[src/rtl/macsts_pkg.sv]
package macsts_pkg;
  localparam int NUM_EV = 7;
  // event order matches sticky bit order within the word
  localparam int EV_RX_UNDER  = 0;
  localparam int EV_RX_OVER   = 1;
  localparam int EV_TX_UNDER  = 2;
  localparam int EV_TX_OVER   = 3;
  localparam int EV_LATE_COL  = 4;
  localparam int EV_EXCESS    = 5;
  localparam int EV_CNT_OVER  = 6;

  typedef struct packed {
    logic [NUM_EV-1:0] setMask;   // events allowed to set their sticky bit
    logic              clearAll;  // read in progress: clear at next edge
    logic              loadIdx;   // capture the counter index
  } strobe_t;
endpackage

[src/rtl/macsts_ctrl.sv]
module macsts_ctrl
  import macsts_pkg::*;
(
  input  logic              rdStrobe,
  input  logic              pktFifoMode,
  input  logic [NUM_EV-1:0] evIn,
  output strobe_t           strobes
);
  logic [NUM_EV-1:0] modeMask;

  // events that cannot occur in packet-FIFO mode are gated off there
  always_comb begin
    modeMask = '1;
    if (pktFifoMode) begin
      modeMask[EV_LATE_COL] = 1'b0;
      modeMask[EV_EXCESS]   = 1'b0;
      modeMask[EV_CNT_OVER] = 1'b0;
    end
  end

  always_comb begin
    strobes.setMask  = evIn & modeMask;
    strobes.clearAll = rdStrobe;
    strobes.loadIdx  = evIn[EV_CNT_OVER] & modeMask[EV_CNT_OVER];
  end
endmodule

[src/rtl/macsts_dp.sv]
module macsts_dp
  import macsts_pkg::*;
#(
  parameter int LIVE_W     = 32,
  parameter int IDX_W      = 5,
  parameter int WORD_W     = 64,
  parameter int STICKY_LSB = 40
) (
  input  logic              clk,
  input  logic              rstN,
  input  strobe_t           strobes,
  input  logic [IDX_W-1:0]  idxIn,
  input  logic [LIVE_W-1:0] liveIn,
  output logic [WORD_W-1:0] word
);
  localparam int IDX_LSB = STICKY_LSB + NUM_EV;
  localparam int IDX_MSB = IDX_LSB + IDX_W - 1;

  logic [NUM_EV-1:0] sticky;
  logic [IDX_W-1:0]  idxReg;

  always_ff @(posedge clk) begin
    if (!rstN) begin
      sticky <= '0;
    end else begin
      sticky <= (strobes.clearAll ? '0 : sticky) | strobes.setMask;
    end
  end

  always_ff @(posedge clk) begin
    if (!rstN) begin
      idxReg <= '0;
    end else if (strobes.loadIdx) begin
      idxReg <= idxIn;
    end else if (strobes.clearAll) begin
      idxReg <= '0;
    end
  end

  always_comb begin
    word = '0;
    word[LIVE_W-1:0]                       = liveIn;
    word[STICKY_LSB +: NUM_EV]             = sticky;
    word[IDX_MSB:IDX_LSB]                  = idxReg;
  end

  // an admitted event is visible next cycle
  p_set_r2: assert property (@(posedge clk) disable iff (!rstN)
    strobes.setMask != '0 |=> ((sticky & $past(strobes.setMask)) == $past(strobes.setMask)));
  // a read with no coincident event empties the sticky bits
  p_clear_r3: assert property (@(posedge clk) disable iff (!rstN)
    strobes.clearAll && strobes.setMask == '0 |=> sticky == '0);
  // bits only fall across a read
  p_hold_r4: assert property (@(posedge clk) disable iff (!rstN)
    !strobes.clearAll |=> ((sticky & $past(sticky)) == $past(sticky)));
  // the index follows the latest overflow
  p_idx_load_r5: assert property (@(posedge clk) disable iff (!rstN)
    strobes.loadIdx |=> idxReg == $past(idxIn));
  // index is zero while the overflow bit is clear
  p_idx_zero_r6: assert property (@(posedge clk) disable iff (!rstN)
    !sticky[EV_CNT_OVER] |-> idxReg == '0);
endmodule

[src/rtl/macStatusReg.sv]
module macStatusReg (
  input  logic        clk,
  input  logic        rstN,
  input  logic        rdStrobe,
  input  logic        pktFifoMode,
  input  logic        evRxUnder,
  input  logic        evRxOver,
  input  logic        evTxUnder,
  input  logic        evTxOver,
  input  logic        evLateCol,
  input  logic        evExcessCol,
  input  logic        evCntOver,
  input  logic [4:0]  cntIndex,
  input  logic [31:0] liveStatus,
  output logic [63:0] rdData
);
  import macsts_pkg::*;

  strobe_t           strobes;
  logic [NUM_EV-1:0] evIn;

  assign evIn = {evCntOver, evExcessCol, evLateCol,
                 evTxOver, evTxUnder, evRxOver, evRxUnder};

  macsts_ctrl u_ctrl (
    .rdStrobe   (rdStrobe),
    .pktFifoMode(pktFifoMode),
    .evIn       (evIn),
    .strobes    (strobes)
  );

  macsts_dp #(
    .LIVE_W    (32),
    .IDX_W     (5),
    .WORD_W    (64),
    .STICKY_LSB(40)
  ) u_dp (
    .clk    (clk),
    .rstN   (rstN),
    .strobes(strobes),
    .idxIn  (cntIndex),
    .liveIn (liveStatus),
    .word   (rdData)
  );

  // in packet-FIFO mode collision and counter bits never rise
  p_pkt_r7: assert property (@(posedge clk) disable iff (!rstN)
    pktFifoMode |=> !$rose(rdData[44]) && !$rose(rdData[45]) && !$rose(rdData[46]));
endmodule

[config.mk]
export PLATFORM = sky130hd
export DESIGN_NAME = macStatusReg
export DESIGN_NICKNAME = d
export VERILOG_FILES = /design/src/rtl/macsts_pkg.sv /design/src/rtl/macsts_ctrl.sv /design/src/rtl/macsts_dp.sv /design/src/rtl/macStatusReg.sv
export SDC_FILE = /design/constraint.sdc
export NUM_CORES = 1
export LEC_CHECK = 0
export BUFFER_PORTS_ARGS = -buffer_cell sky130_fd_sc_hd__buf_4
export CORE_MARGIN = 2
export CORE_UTILIZATION = 31
export DETAILED_ROUTE_END_ITERATION = 10
export GPL_TIMING_DRIVEN = 1
export HOLD_SLACK_MARGIN = 0.03
export PLACE_DENSITY = 0.78
export SYNTH_ARGS = -nofsm -noshare
export SYNTH_HDL_FRONTEND = slang
export SYNTH_SLANG_ARGS = --single-unit
[constraint.sdc]
create_clock -name clk -period 0.9 [get_ports clk]
set_input_delay 0.045 -clock clk [delete_from_list [all_inputs] [get_ports clk]]
set_output_delay 0.045 -clock clk [all_outputs]
set_load 0.05 [all_outputs]
# After elaboration in Yosys (flattened, before gate mapping)
# Index checks and enable logic that the tools add are counted.
# word_totals
inputBits	48
output_inout_bits	64
reg_bits	12
# op_classes
bitwise	3
n_mux	4
reduce_logical	1
# op_table
operator	count
$mux 5	2
$and 7x7->7	1
$mux 7	1
$or 7x7->7	1
$mux 3	1
$reduce_bool 2->1	1
$and 1x1->1	1

# Longest topological paths before layout
# Gate-level depths: netlist (run 1).
# logic_depth
depth_word	3
mapped_depth	3
ltp_nobuf	3

# Hierarchy
# From an unflattened synthesis (run 1), not the netlist that was laid out.
# hier_totals
cells_unflattened	106
area_unflattened_um2	942.2
# modules_own_cells
mod	instances	cells_per_inst	area_per_inst_um2
macsts_dp	1	97	878.3
macsts_ctrl	1	9	63.8

# Worst setup path after synthesis (run 1)
# Ideal clock, no wire load.
# synth_path
kind	register -> register
startpoint	reg u_dp.sticky[4]
endpoint	reg u_dp.sticky[4]
path_buffers	0
slack_ns	-0.109
t_required_ns	0.841
arrival_ns	0.950
setup_ns	0.059
path_stages_with_launch	4
cell_sequence	dfxtp_1 -> inv_1 -> o22ai_1 -> and2_1
# synth_between
elab_chain_len	2
# synth_lines
element	line_no	rtl
start: declaration	macsts_dp.sv:19	logic [NUM_EV-1:0] sticky;
start signal: assignment	macsts_dp.sv:26	sticky <= (strobes.clearAll ? '0 : sticky) | strobes.setMask;
$mux 7	macsts_dp.sv:26	
$or 7x7->7	macsts_dp.sv:26	
# No other way between the ends.
# A chain may end at the register's enable or synchronous reset.

# Worst setup path after layout (run 1)
# layout_path
startpoint	reg u_dp.idxReg[1]
endpoint	out rdData[48]
# layout_rtl
element	line_no	rtl
start: declaration	macsts_dp.sv:20	logic [IDX_W-1:0] idxReg;
start signal: assignment	macsts_dp.sv:34	idxReg <= idxIn;
end: declaration	macStatusReg.sv:15	output logic [63:0] rdData
# No word-level cell between the ends.

==> results of run 1 <==
cell usage in the layout, fill, tap and decap left out, drive strengths merged:
cell         Yosys  routed
conb             1      20
o21a             4       4
buf             54      27
dlygate4sd3      0       9
and2b            1       1
inv              4       4
nand3b           5       5
nor2b            4       4
nand2            5       5
clkbuf           0       3
o22ai            2       2
dfxtp           12      12
and2             2       2
nand2b           2       2
a21boi           6       6
sequential cells by signal (all words and copies together) (netlist names):
signal / count
u_dp.idxReg: 5
u_dp.sticky: 7
power groups by stage:
stage / sequential, µW / combinational, µW / clock [µW]
after global placement: 586 / 443 / 0
after CTS: 576 / 480 / 347
after detailed placement: 588 / 449 / 0
final: 575 / 478 / 319
after global routing: 578 / 503 / 367
after floorplan: 682 / 700 / 0
path summary, 6_finish.rpt:
path	slack (ns)	cells after the start	start	end
worst max-delay path	0.07	1	u_dp.idxReg[1]$_SDFFE_PN0P_	rdData[48]
worst min-delay path	0.08	2	rstN	u_dp.sticky[2]$_SDFF_PN0_
worst max register to register	0.19	2	u_dp.sticky[3]$_SDFF_PN0_	u_dp.sticky[3]$_SDFF_PN0_
worst min register to register	0.47	2	u_dp.sticky[6]$_SDFF_PN0_	u_dp.sticky[6]$_SDFF_PN0_
routing by layer:
metal | wire (µm) | vias to the layer above
li1 | - | 255
met1 | 514 | 234
met2 | 806 | 37
met3 | 165 | 10
met4 | 25 | 0
met5 | 0 | -
area by class of cell:
cell class	count	share of cell area [%]
inverters	4	1.64
flip-flops and latches	12	27.9
clock buffers	3	2.47
repair buffers	36	32.1
multi-input cells	51	31.6
well taps	31	4.25
kinds of logic after synthesis:
logic type / Yosys count / share of synthesized area, %
AND/OR/NAND/NOR: 19 / 13.5
AO/OA/AOI/OAI: 12 / 10.8
buffers and inverters: 58 / 47.9
other: 1 / 0.426
flip-flops: 12 / 27.3
per-stage QoR:
step	cell area (µm²)	hold WS [ns]	power, µW	std cells	setup WS [ns]
after global routing	913	0.0780	1450	137	0.0311
after floorplan	966	0.169	1380	121	0.0458
after CTS	913	0.0673	1400	137	0.0528
final	913	0.0759	1370	137	0.0690
after global placement	801	0.0903	1030	125	0.220
after detailed placement	801	0.0903	1040	125	0.188
repair_timing:
action                                 4_1_cts  5_1_grt
setup buffers                                0        0
hold buffers                                 9        0
endpoints found under the hold margin        9        0
resized for setup                            0        0
==> impl_metrics.json, run 1 <==
{
  "status": "finished clean",
  "grt_max_degree": 13,
  "yosysMostFrequentCell": "buf_4",
  "routed_wl_um": 1510,
  "synth_seq_cells": 12,
  "leakage_uw": 0.000431,
  "cts-buffers-inserted": 3,
  "comb_power_share_pct": 34.8,
  "area_growth_pct": 3.84,
  "finClkSkew_ns": 0,
  "p_switching_uw": 517,
  "die_y_um": 57.3,
  "setup_violations": 0,
  "finalNetCount": 156,
  "postRouteAntennaNets": 0,
  "cts-root-buf": "clkbuf_4",
  "gp_congestion": 0.646,
  "power.share.clock_pct": 23.3,
  "synthFlopType": "dfxtp_1",
  "crit_buf_inv": 1,
  "cp.required_ns": 0.85,
  "synth_cell_type_count": 17,
  "die-area_um2": 3280,
  "use_met3_pct": 6.12,
  "p_seq_share_pct": 41.9,
  "end_kind": "output pin",
  "p_int_uw": 856,
  "p_sw_share_pct": 37.7,
  "path_cells": "buf_4",
  "critPathMaxStageDelay_ns": 0.33,
  "drc": 0,
  "row_count": 19,
  "grt_use_met2_pct": 17.4,
  "cp.arrival_ns": 0.79,
  "yosysWarnings": 0,
  "crit_slowest_cell": "dfxtp_2",
  "routed-via-count": 536,
  "viasPerCell": 3.91,
  "gr-total-overflow": 0,
  "grt_pass1_vias": 556,
  "critPathLaunchType": "register",
  "place_hpwl_um": 1180,
  "grt_pass1_wl_um": 2370,
  "worstSkewPairLatency_ns": 0.26,
  "yosysTopAreaCellShare_pct": 44.4,
  "utilization_pct": 33.4,
  "min_path_type": "in2reg",
  "drive_gt1_share_pct": 43.4,
  "start_util_pct": 32.2,
  "irDropWorstVdd_mv": 0.970,
  "grt_usage_pct": 9.43,
  "finalHoldViolCount": 0,
  "wl_per_cell_um": 11.0,
  "synth.yosys.seq_area_share_pct": 27.3,
  "use_met1_pct": 8.08,
  "p_per_area_nw_per_um2": 1500,
  "cp_max_fo": 2,
  "tns_ns": 0,
  "synthTopCellsByArea": "buf_4 (44%), dfxtp_1 (27%), nand3b_1 (4.3%)",
  "n_antenna_cell": 0,
  "antenna_found_initial": 0,
  "drt_iter0_drc": 10,
  "crit_type": "reg2out",
  "synth_area_um2": 880,
  "core_um2": 2730,
  "fin_crit_ns": 0.831,
  "cts_tree": "built",
  "critical_path.top_delay_family": "flip-flops",
  "synth_common_cells": "buf_4 (52), dfxtp_1 (12), nand2_1 (5), nand3b_1 (5)",
  "finalCritPeriodShare_pct": 92.3,
  "cts_max_level": 1,
  "numClockSinks": 12,
  "numPortBuffers": 27,
  "max-cap-violations": 0,
  "grt_busiest_layer": "met2",
  "rsz0062_at_grt": "false",
  "drv_slew": 0,
  "clk_path_buf_depth": 2,
  "first_pass_iters": 2,
  "synth_edf_count": 0,
  "multi_input_area_um2": 289,
  "clock.fmax_mhz": 1200,
  "syn_inst": 102,
  "fillers": 295,
  "seq_area_um2": 255,
  "die_w_um": 57.3,
  "synth-async-reset-ratio_pct": 0,
  "syn_area_per_cell_um2": 8.62,
  "clk_pin_slew_ns": 0.07,
  "yosys.area.top_type": "buf_4",
  "ioPinCount": 112
}
Power figures use the tool's default switching activity.
==> run 2: changes to the inputs <==
CORE_MARGIN = 3   (was 2)
==> run 2 against run 1 <==
Effect of this change:
- core utilization increased by 1.8 points
- highest routed layer unchanged
- final cell count down 0.73%
- combinational power hardly changed
- clock-buffer cell count did not move
- largest cell class unchanged
- clock skew did not move
- sequential power barely moved
- register-to-register slack hardly changed
- sequential share of layout area hardly changed
- worst hold slack worse by 0.0089 ns
==> impl_metrics.json, run 2 (same netlist as run 1, synthesis figures left out) <==
{
  "clk_pin_slew_ns": 0.07,
  "irDropWorstVdd_mv": 0.680,
  "first_pass_iters": 2,
  "fin_crit_ns": 0.832,
  "gr-total-overflow": 0,
  "grt_pass1_vias": 532,
  "holdBufCountCts": 9,
  "cts-buffers-inserted": 3,
  "gp_congestion": 0.746,
  "power.share.clock_pct": 23.1,
  "numPortBuffers": 27,
  "p_seq_share_pct": 42.0,
  "cp.required_ns": 0.85,
  "largest_register": "u_dp.sticky",
  "cts_max_level": 1,
  "area_growth_pct": 3.70,
  "layout_common_cells": "buf_4 (27), conb_1 (20), dfxtp_2 (12)",
  "place_hpwl_um": 1240,
  "finalHoldViolCount": 0,
  "grt_usage_pct": 8.39,
  "routed_wl_um": 1600,
  "finalNetCount": 156,
  "fin_cells": 136,
  "min_path_type": "in2reg",
  "final_area_um2": 912,
  "cts_setup_buffers": 0,
  "clock.fmax_mhz": 1200,
  "cts_tree": "built",
  "core_um2": 2590,
  "cts-root-buf": "clkbuf_4",
  "drt_iter0_drc": 5,
  "p_per_area_nw_per_um2": 1500,
  "p_total_uw": 1370,
  "largest_reg_flops": 7,
  "drv_slew": 0,
  "worstSkewPairLatency_ns": 0.26,
  "n_antenna_cell": 0,
  "cp.arrival_ns": 0.79,
  "die_w_um": 59.3,
  "dpl_cell_area_um2": 800,
  "clk_path_buf_depth": 2,
  "finClkSkew_ns": 0,
  "crit_slowest_cell": "dfxtp_2",
  "reg_top3": "u_dp.sticky (7), u_dp.idxReg (5)",
  "path_cells": "buf_4",
  "viasPerCell": 4.01,
  "setup_violations": 0,
  "grt_max_degree": 13,
  "critical_path.top_delay_family": "flip-flops",
  "wl_per_cell_um": 11.8,
  "tns_ns": 0,
  "grt_pass1_wl_um": 2200,
  "drive_gt1_share_pct": 43.4,
  "p_int_uw": 856,
  "crit_buf_inv": 1,
  "row_count": 18,
  "antenna_found_initial": 0,
  "cts.repair.resized": 0,
  "ioPinCount": 112,
  "hold-worst-slack_ns": 0.0670,
  "routed-via-count": 545,
  "p_switching_uw": 515,
  "rsz0062_at_grt": "false",
  "end_kind": "output pin",
  "dp.cells": 124,
  "max-cap-violations": 0,
  "drc": 0,
  "start_util_pct": 34.0,
  "die_y_um": 59.3,
  "leakage_uw": 0.000431,
  "finalCritPeriodShare_pct": 92.4,
  "comb_power_share_pct": 34.9,
  "layout_commonest_cell": "buf_4",
  "critPathMaxStageDelay_ns": 0.33,
  "p_sw_share_pct": 37.6,
  "crit_type": "reg2out",
  "cp_max_fo": 2,
  "numClockSinks": 12,
  "die-area_um2": 3510,
  "status": "finished clean",
  "critPathLaunchType": "register",
  "postRouteAntennaNets": 0
}
-- run 2: stage by stage --
| stage | utilization, % | setup slack [ns] |
|---|---|---|
| after floorplan | - | 0.0458 |
| after global placement | 30.9 | 0.221 |
| after detailed placement | 30.9 | 0.186 |
| after CTS | 35.2 | 0.0512 |
| after global routing | 35.2 | 0.0171 |
| final | 35.2 | 0.0684 |
-- run 2: final cells by class --
| cell class | instances | area, µm² |
|---|---|---|
| fillers | 273 | 1680 |
| repair buffers | 36 | 293 |
| multi-input cells | 51 | 289 |
| flip-flops and latches | 12 | 255 |
| well taps | 30 | 37.5 |
| clock buffers | 3 | 22.5 |
| inverters | 4 | 15.0 |
-- run 2: worst paths after layout --
| kind | start | endpoint | slack, ns | cells past startpoint |
|---|---|---|---|---|
| hold reg to reg | u_dp.sticky[6]$_SDFF_PN0_ | u_dp.sticky[6]$_SDFF_PN0_ | 0.47 | 2 |
| setup reg to reg | u_dp.sticky[3]$_SDFF_PN0_ | u_dp.sticky[3]$_SDFF_PN0_ | 0.19 | 2 |
| setup / recovery | u_dp.sticky[2]$_SDFF_PN0_ | rdData[42] | 0.07 | 1 |
| hold / removal | rstN | u_dp.sticky[0]$_SDFF_PN0_ | 0.07 | 2 |
-- run 2: power by group through the flow --
stage                     combinational [µW]  sequential, µW  clock, µW
after floorplan                          700             682          0
after global routing                     499             580        377
final                                    478             576        317
after CTS                                479             576        343
after detailed placement                 448             588          0
after global placement                   444             586          0
-- run 2: routing by layer --
layer	track usage (%)	vias up	wire length (µm)
li1	-	258	-
met1	7.65	246	548
met2	14.8	27	830
met3	4.79	14	166
met4	3.88	0	58
met5	0	-	0
==> run 3: changes to the inputs <==
CTS_BUF_LIST = sky130_fd_sc_hd__clkbuf_8   (was default)
==> run 3 against run 2 <==
Effect of this change:
- global-route usage fell by 0.31 points
- critical path depth unchanged
- via count is 4.2% lower
- die area is the same
- wire length shrank 4.9%
- non-clock buffer count fell by 6
- core utilization is 1.6 points lower
- largest cell class is now multi-input gates
==> impl_metrics.json, run 3 (same netlist as run 1, synthesis figures left out) <==
{
  "status": "finished clean",
  "wl_per_cell_um": 11.7,
  "grt_usage_pct": 8.07,
  "die-area_um2": 3510,
  "r2r_start": "u_dp.sticky[3]$_SDFF_PN0_",
  "numPortBuffers": 27,
  "tns_ns": 0,
  "final_area_um2": 871,
  "routed-via-count": 522,
  "largest_reg_flops": 7,
  "fillers": 276,
  "p_per_area_nw_per_um2": 1720,
  "numClockSinks": 12,
  "crit_type": "reg2out",
  "crit_buf_inv": 1,
  "drc": 0,
  "hold-worst-slack_ns": 0.0367,
  "end_kind": "output pin",
  "leakage_uw": 0.000414,
  "start_util_pct": 34.0,
  "clk_pin_slew_ns": 0.05,
  "fin_crit_ns": 0.793,
  "cts-root-buf": "clkbuf_8",
  "gr-total-overflow": 0,
  "r2r_slack_ns": 0.19,
  "use_met1_pct": 7.65,
  "cp.required_ns": 0.85,
  "cts.repair.resized": 0,
  "layout_commonest_cell": "buf_4",
  "finalCritPeriodShare_pct": 88.2,
  "critPathMaxStageDelay_ns": 0.32,
  "grt_busiest_layer": "met2",
  "grt_use_met2_pct": 13.7,
  "min_from": "evTxOver",
  "max-cap-violations": 0,
  "die_w_um": 59.3,
  "grt_pass1_vias": 502,
  "clk_path_buf_depth": 2,
  "fin_cells": 130,
  "finClkSkew_ns": 0,
  "reg2regPathDepth": 2,
  "irDropWorstVdd_mv": 1.07,
  "grt_pass1_wl_um": 2120,
  "drt_iter0_drc": 12,
  "cp.arrival_ns": 0.75,
  "drive_gt1_share_pct": 46.0,
  "finalHoldViolCount": 0,
  "dpl_cell_area_um2": 800,
  "min_path_type": "in2reg",
  "cts_setup_buffers": 0,
  "viasPerCell": 4.02,
  "finalNetCount": 150,
  "ioPinCount": 112,
  "clock.fmax_mhz": 1260,
  "min_path_cells": 2,
  "reg_top3": "u_dp.sticky (7), u_dp.idxReg (5)",
  "antenna_found_initial": 0,
  "gp_congestion": 0.746,
  "core_um2": 2590,
  "drv_slew": 0,
  "setup_violations": 0,
  "r2r_end": "u_dp.sticky[3]$_SDFF_PN0_",
  "seq_area_um2": 255,
  "n_antenna_cell": 0,
  "die_y_um": 59.3,
  "first_pass_iters": 2,
  "dp.cells": 124,
  "grt_max_degree": 13,
  "cts_tree": "built",
  "path_cells": "buf_4",
  "critical_path.top_delay_family": "flip-flops",
  "rsz0062_at_grt": "false",
  "crit_slowest_cell": "dfxtp_2",
  "min_delay_worst_endpoint": "u_dp.sticky[3]$_SDFF_PN0_",
  "critPathLaunchType": "register",
  "postRouteAntennaNets": 0,
  "use_met3_pct": 4.79,
  "cts-buffers-inserted": 3,
  "multi_input_area_um2": 289,
  "place_hpwl_um": 1240,
  "area_growth_pct": -0.996,
  "layout_common_cells": "buf_4 (27), conb_1 (20), dfxtp_2 (12)",
  "cts_max_level": 1,
  "cp_max_fo": 2,
  "row_count": 18,
  "worstSkewPairLatency_ns": 0.23,
  "routed_wl_um": 1520,
  "largest_register": "u_dp.sticky"
}
==> run 3: area by class of cell <==
cell class / count / area share [%]
well taps: 30 / 4.31
clock buffers: 3 / 4.74
inverters: 4 / 1.72
multi-input cells: 51 / 33.2
flip-flops and latches: 12 / 29.3
repair buffers: 30 / 26.7
==> run 3: layer usage <==
metal / wire length, µm / share of wire (%)
met1: 485 / 32
met5: 0 / 0
met4: 58 / 3.8
met3: 205 / 13
met2: 775 / 51
==> run 3: stage by stage <==
stage               worst slack [ns]  util, %  total power [µW]
global placement               0.221     30.9              1030
detailed placement             0.186     30.9              1040
CTS                           0.0962     33.6              1530
floorplan                     0.0458        -              1380
global route                  0.0698     33.6              1590
finish                         0.107     33.6              1500
==> run 3: how the worst max path moves through the flow <==
stage                              startpoint                           to  slack [ns]  cells after the start
floorplan           u_dp.sticky[4]$_SDFF_PN0_    u_dp.sticky[4]$_SDFF_PN0_        0.05                      3
global placement                  pktFifoMode  u_dp.idxReg[3]$_SDFFE_PN0P_        0.22                      4
detailed placement                pktFifoMode  u_dp.idxReg[1]$_SDFFE_PN0P_        0.19                      4
CTS                 u_dp.sticky[5]$_SDFF_PN0_                   rdData[45]         0.1                      1
global route        u_dp.sticky[5]$_SDFF_PN0_                   rdData[45]        0.07                      1
finish              u_dp.sticky[2]$_SDFF_PN0_                   rdData[42]        0.11                      1
==> run 3: timing repair <==
action | CTS | global route
hold buffers | 3 | 0
endpoints found under the setup margin | 0 | 0
endpoints found under the hold margin | 3 | 0
==> run 3: power breakdown <==
group	internal (µW)	total, µW	switching [µW]
clock network	293	465	172
logic	122	457	335
registers	565	578	12.9
total	979	1500	520
